<file path="src/rtl/tbr_pkg.sv">
package tbr_pkg;

   localparam int unsigned FIELD_W = 5;

   typedef enum logic [1:0] {
      SZ_BYTE = 2'b00,
      SZ_HALF = 2'b01,
      SZ_WORD = 2'b10,
      SZ_RSVD = 2'b11
   } bus_size_e;

   typedef struct packed {
      logic [FIELD_W-1:0] len;
      logic [FIELD_W-1:0] first;
   } burst_cfg_t;

   function automatic logic [FIELD_W-1:0] limit_len(
      input logic [FIELD_W-1:0] raw,
      input int unsigned        max_len
   );
      return (int'(raw) > int'(max_len)) ? FIELD_W'(max_len) : raw;
   endfunction

endpackage

</file>
<file path="src/rtl/tbr_cfg_reg.sv">
module tbr_cfg_reg
   import tbr_pkg::*;
#(
   parameter int unsigned MAX_LEN  = 17,
   parameter bit          CLAMP_EN = 1'b1
) (
   input  logic               clk,
   input  logic               rst_n,
   input  logic               we,
   input  logic [FIELD_W-1:0] first_in,
   input  logic [FIELD_W-1:0] len_in,
   output burst_cfg_t         cfg
);

   logic [FIELD_W-1:0] len_next;

   generate
      if (CLAMP_EN) begin : g_clamp
         assign len_next = limit_len(len_in, MAX_LEN);
      end else begin : g_raw
         assign len_next = len_in;
      end
   endgenerate

   always_ff @(posedge clk or negedge rst_n) begin
      if (!rst_n) begin
         cfg <= '0;
      end else if (we) begin
         cfg.first <= first_in;
         cfg.len   <= len_next;
      end
   end

endmodule

</file>
<file path="src/rtl/tbr_index.sv">
module tbr_index
   import tbr_pkg::*;
(
   input  logic               clk,
   input  logic               rst_n,
   input  logic               clr,
   input  logic               step,
   input  logic [FIELD_W-1:0] limit,
   output logic [FIELD_W-1:0] idx
);

   always_ff @(posedge clk or negedge rst_n) begin
      if (!rst_n) begin
         idx <= '0;
      end else if (clr) begin
         idx <= '0;
      end else if (step) begin
         idx <= (idx >= limit) ? '0 : idx + 1'b1;
      end
   end

endmodule

</file>
<file path="src/rtl/tbr_xlate.sv">
module tbr_xlate
   import tbr_pkg::*;
#(
   parameter int unsigned ADDR_W   = 8,
   parameter int unsigned NUM_REGS = 20
) (
   input  logic [FIELD_W-1:0] first,
   input  logic [FIELD_W-1:0] idx,
   output logic [ADDR_W-1:0]  tgt_addr,
   output logic               in_win
);

   localparam int unsigned SUM_W   = FIELD_W + 1;
   localparam int unsigned SUM_MAX = (1 << SUM_W);
   localparam int unsigned PAD_W   = ADDR_W - SUM_W - 2;

   logic [SUM_W-1:0] sum;

   assign sum = {1'b0, first} + {1'b0, idx};

   generate
      if (ADDR_W < SUM_W + 2) begin : g_bad_addr_w
         $error("tbr_xlate: ADDR_W too narrow for the translated offset");
      end
      if (NUM_REGS * 4 > (1 << ADDR_W)) begin : g_bad_regs
         $error("tbr_xlate: NUM_REGS does not fit in the address space");
      end

      if (ADDR_W == SUM_W + 2) begin : g_exact
         assign tgt_addr = {sum, 2'b00};
      end else begin : g_pad
         assign tgt_addr = {{PAD_W{1'b0}}, sum, 2'b00};
      end

      if (NUM_REGS >= SUM_MAX) begin : g_full_win
         assign in_win = 1'b1;
      end else begin : g_part_win
         assign in_win = (int'(sum) < int'(NUM_REGS));
      end
   endgenerate

endmodule

</file>
<file path="src/rtl/tmr_burst_redir.sv">
module tmr_burst_redir
   import tbr_pkg::*;
#(
   parameter int unsigned ADDR_W   = 8,
   parameter int unsigned DATA_W   = 32,
   parameter int unsigned REG_W    = 16,
   parameter int unsigned NUM_REGS = 20,
   parameter int unsigned MAX_LEN  = 17,
   parameter int unsigned LEN_LSB  = 8,
   parameter bit          CLAMP_EN = 1'b1,
   parameter logic [7:0]  CFG_OFS  = 8'hE0,
   parameter logic [7:0]  BUF_OFS  = 8'hE4
) (
   input  logic              clk,
   input  logic              rst_n,
   input  logic [ADDR_W-1:0] bus_addr,
   input  logic [1:0]        bus_size,
   input  logic              bus_wr,
   input  logic              bus_rd,
   input  logic [DATA_W-1:0] bus_wdata,
   output logic [DATA_W-1:0] bus_rdata,
   output logic [ADDR_W-1:0] rf_addr,
   output logic              rf_wr,
   output logic              rf_rd,
   output logic [REG_W-1:0]  rf_wdata,
   input  logic [REG_W-1:0]  rf_rdata
);

   localparam int unsigned HI_W = DATA_W - REG_W;

   generate
      if (REG_W > DATA_W) begin : g_bad_reg_w
         $error("tmr_burst_redir: REG_W wider than DATA_W");
      end
      if (LEN_LSB + FIELD_W > DATA_W || LEN_LSB < FIELD_W) begin : g_bad_lsb
         $error("tmr_burst_redir: length field position invalid");
      end
      if (MAX_LEN >= (1 << FIELD_W)) begin : g_bad_max
         $error("tmr_burst_redir: MAX_LEN exceeds field range");
      end
   endgenerate

   logic               hit_buf;
   logic               hit_cfg;
   logic               is_word;
   logic               rd_only;
   logic               buf_go;
   logic               cfg_we;
   logic               in_win;
   logic [ADDR_W-1:0]  tgt_addr;
   logic [FIELD_W-1:0] idx_q;
   burst_cfg_t         cfg_q;
   logic [DATA_W-1:0]  cfg_rb;

   assign hit_buf = (bus_addr == ADDR_W'(BUF_OFS));
   assign hit_cfg = (bus_addr == ADDR_W'(CFG_OFS));
   assign is_word = (bus_size == SZ_WORD);
   assign rd_only = bus_rd & ~bus_wr;
   assign buf_go  = hit_buf & is_word & (bus_wr | bus_rd);
   assign cfg_we  = hit_cfg & is_word & bus_wr;

   tbr_cfg_reg #(
      .MAX_LEN  (MAX_LEN),
      .CLAMP_EN (CLAMP_EN)
   ) u_cfg (
      .clk      (clk),
      .rst_n    (rst_n),
      .we       (cfg_we),
      .first_in (bus_wdata[FIELD_W-1:0]),
      .len_in   (bus_wdata[LEN_LSB +: FIELD_W]),
      .cfg      (cfg_q)
   );

   tbr_index u_idx (
      .clk   (clk),
      .rst_n (rst_n),
      .clr   (cfg_we),
      .step  (buf_go),
      .limit (cfg_q.len),
      .idx   (idx_q)
   );

   tbr_xlate #(
      .ADDR_W   (ADDR_W),
      .NUM_REGS (NUM_REGS)
   ) u_xlate (
      .first    (cfg_q.first),
      .idx      (idx_q),
      .tgt_addr (tgt_addr),
      .in_win   (in_win)
   );

   always_comb begin
      cfg_rb = '0;
      cfg_rb[FIELD_W-1:0]       = cfg_q.first;
      cfg_rb[LEN_LSB +: FIELD_W] = cfg_q.len;
   end

   always_comb begin
      if (hit_buf) begin
         rf_addr = tgt_addr;
         rf_wr   = buf_go & in_win & bus_wr;
         rf_rd   = buf_go & in_win & rd_only;
      end else begin
         rf_addr = bus_addr;
         rf_wr   = ~hit_cfg & bus_wr;
         rf_rd   = ~hit_cfg & rd_only;
      end
   end

   assign rf_wdata = bus_wdata[REG_W-1:0];

   always_comb begin
      if (hit_cfg && rd_only) begin
         bus_rdata = cfg_rb;
      end else if (rf_rd) begin
         bus_rdata = {{HI_W{1'b0}}, rf_rdata};
      end else begin
         bus_rdata = '0;
      end
   end

endmodule

</file>
<file path="config.mk">
export PLATFORM = sky130hd
export DESIGN_NAME = tmr_burst_redir
export DESIGN_NICKNAME = d
export VERILOG_FILES = /design/src/rtl/tbr_pkg.sv /design/src/rtl/tbr_cfg_reg.sv /design/src/rtl/tbr_index.sv /design/src/rtl/tbr_xlate.sv /design/src/rtl/tmr_burst_redir.sv
export SDC_FILE = /design/constraint.sdc
export NUM_CORES = 1
export LEC_CHECK = 0
export BUFFER_PORTS_ARGS = -buffer_cell sky130_fd_sc_hd__buf_2
export CORE_ASPECT_RATIO = 0.5
export CORE_UTILIZATION = 44
export DETAILED_ROUTE_END_ITERATION = 7
export PLACE_DENSITY = 0.85
export SETUP_SLACK_MARGIN = 0.02
export SLEW_MARGIN = 0
export SYNTH_ARGS = -nofsm -noshare
export SYNTH_HDL_FRONTEND = slang
export SYNTH_SLANG_ARGS = --single-unit
</file>
<file path="constraint.sdc">
create_clock -name clk -period 5.45 [get_ports clk]
set_input_delay 1.635 -clock clk [delete_from_list [all_inputs] [get_ports clk]]
set_output_delay 1.635 -clock clk [all_outputs]
set_load 0.01 [all_outputs]
</file>
==> metrics.txt <==
status=complete, no violations; Placer Congestion=0.813; Die Y=44.3 um; FF+latch count, synth=15; setup TNS=0 ns; CP Capture Type=primary output; GRT Total Usage=19.9%; antenna-violating nets left=0; chip width=86.7 um; initial antenna violation count=0; CP max stage delay=0.48 ns; RSZ-0062 raised after global routing=no; top-count cell post-synth=buf_4; Synth area leader=dfrtp_1; TritonCTS clock tree=yes; setup ws final=0.708 ns; largest net degree at the start of global routing=19; Seq/Total Area, Yosys=23.8%; crit start category=primary input; slowest stage cell on the critical path=or4_4; drt pass-1 iters=4; EDFF count, synth=0; worst-case clock buffer depth=2; Hold Path Class=flop to flop; commonest cells in the netlist=buf_4 (32), dfrtp_1 (15), ha_1 (11), a32o_1 (10), inv_1 (9); Post-Place Setup Slack=0.721 ns; share of cells above drive strength 1=39.8%; Port Buf Inserts=75; crit path kind=primary input to primary output; I/O Pins=120; top_reg_cell synth=dfrtp_1; Syn Area/Cell=8.86 um2; fin. max-slew vios=0; Hold-fix buffers, CTS=0; fillcell total=295; cts repair resizes=0; hpwl dp=3060 um; FF+latch area=375 um2; worst-skew pair later-pin latency=0.25 ns; wire per inst=13.1 um; Final nets=311; clk slew on worst S/H paths=0.06 ns; multi-input logic area=938 um2; maximum vdd drop=0.0743 mV; DRC Markers=0; total global routing overflow=0; setup violators final=0; WL final=3730 um; vias in the first global route=1323; global-route wire length before repair=5840 um; Final Cycle Share=87.0%; Antenna diodes=0; Via Count=1499; Netlist cell types=40; Critical Path Most Common Cell=buf_2; Pwr Total=0.268 mW; Yosys top cell area share=23.8%; Iteration-0 DRC Markers=72; Gate Count Post-Synth=178; P&R area growth vs syn=17.9%; Final Hold Viols=0; TritonCTS Sinks=15; setup repair bufs after CTS=0; Starting Density=49.2%; FP Rows=14; achievable frequency=211 MHz; Clock Skew=0.00258 ns; Req. time, crit path=3.82 ns; htree depth=1; CP cell instances=buf_2 -> nand4b_1 -> or4_4 -> nor3b_1 -> buf_4 -> a32o_1 -> buf_2; Tmin final=4.74 ns; Max-Cap Viols=0; Root Driver=clkbuf_8; P per Cell Area=144 nW/um2; synthesized cell area=1580 um2; final instance count without filler cells=284; Avg Vias per Cell=5.28; Yosys warnings=0; core area=3210 um2; Placed Instances=280; Leak Pwr=1.03 nW; peak fanout along the critical path=10; TritonCTS Buffers=3; arrival time worst endpoint=3.11 ns; die area=3840 um2; asr flop ratio synth=100%; Synth area leaders=dfrtp_1 (24%), buf_4 (15%), ha_1 (8.7%), a32o_1 (6.3%), mux2_2 (2.9%)
cells in the final DEF (no fill, tap or decap), types with 2 or more instances in the layout:
master     n
buf_2     75
conb_1    16
dfrtp_1   15
ha_1      11
a32o_1    10
inv_1      9
nand2_1    8
and3_1     7
nand2b_1   7
o21ai_0    7
nor2_1     6
a21o_1     5
a21oi_1    5
o21a_1     5
mux2_2     4
buf_4      4
nand3_1    3
nor3_1     3
xor2_1     3
clkbuf_8   3
a211o_1    2
nor4_1     2
a211oi_1   2
nor2b_1    2
a221oi_1   2
nand4b_1   2
and2_1     2
a31o_2     2
o31a_1     2
mux2_4     2
critical path: cells and delay by family:
kind                   cells  cell delay [ns]
AOI/OAI and AO/OA          1             0.15
buffers and inverters      3             0.43
and+or+nand+nor            3             0.87
per-layer routing:
layer,track usage (%),share of wire [%],wire length [um]
met1,23.8,42,1580
met2,35.6,49,1850
met3,5.22,7.0,263
met4,7.00,1.3,48
met5,0,0,0
power by group:
part	switching, mW	internal [mW]
sequential	0.00144	0.113
combinational	0.0337	0.0295
clock	0.0392	0.0519
total	0.0743	0.194
registers in the layout, indices dropped and copies added, names as in the netlist:
signal and cells:
u_cfg.cfg 10, u_idx.idx 5
final cells by class:
class	instances	share of cell area (%)
repair buffers	79	21.8
multi-input cells	129	50.5
inverters	9	1.82
clock buffers	4	2.42
flip-flops and latches	15	20.2
well taps	48	3.23
kinds of logic (layout without fill, tap and decap cells):
logic type,Yosys count,count (layout),share of synthesized area [%]
xor+xnor,4,4,2.22
other cells,1,16,0.238
flops,15,15,23.8
fa+ha+maj,12,12,10.0
buf+inv,49,92,20.2
simple gates,47,47,17.1
mux,6,6,4.76
compound gates,44,44,21.6
metrics by stage:
stage / utilization [%] / hold WS (ns) / cell area [um2]
floorplan: - / 0.469 / 1630
global placement: 56.6 / 0.498 / 1810
detailed placement: 56.6 / 0.505 / 1810
CTS: 58.0 / 0.519 / 1860
global route: 58.0 / 0.565 / 1860
finish: 58.0 / 0.517 / 1860
final timing paths:
path,start,end,slack (ns),cells past startpoint
setup / recovery,bus_addr[4],bus_rdata[9],0.71,7
hold / removal,u_cfg.cfg[8],u_cfg.cfg[8],0.52,2
setup reg to reg,u_idx.idx[0],u_idx.idx[3],3.56,7
hold reg to reg,u_cfg.cfg[8],u_cfg.cfg[8],0.52,2
max in group asynchronous,rst_n,u_cfg.cfg[3],3.92,1
min in group asynchronous,rst_n,u_cfg.cfg[6],1.28,1
No activity file was read; power rests on OpenSTA's default activity.
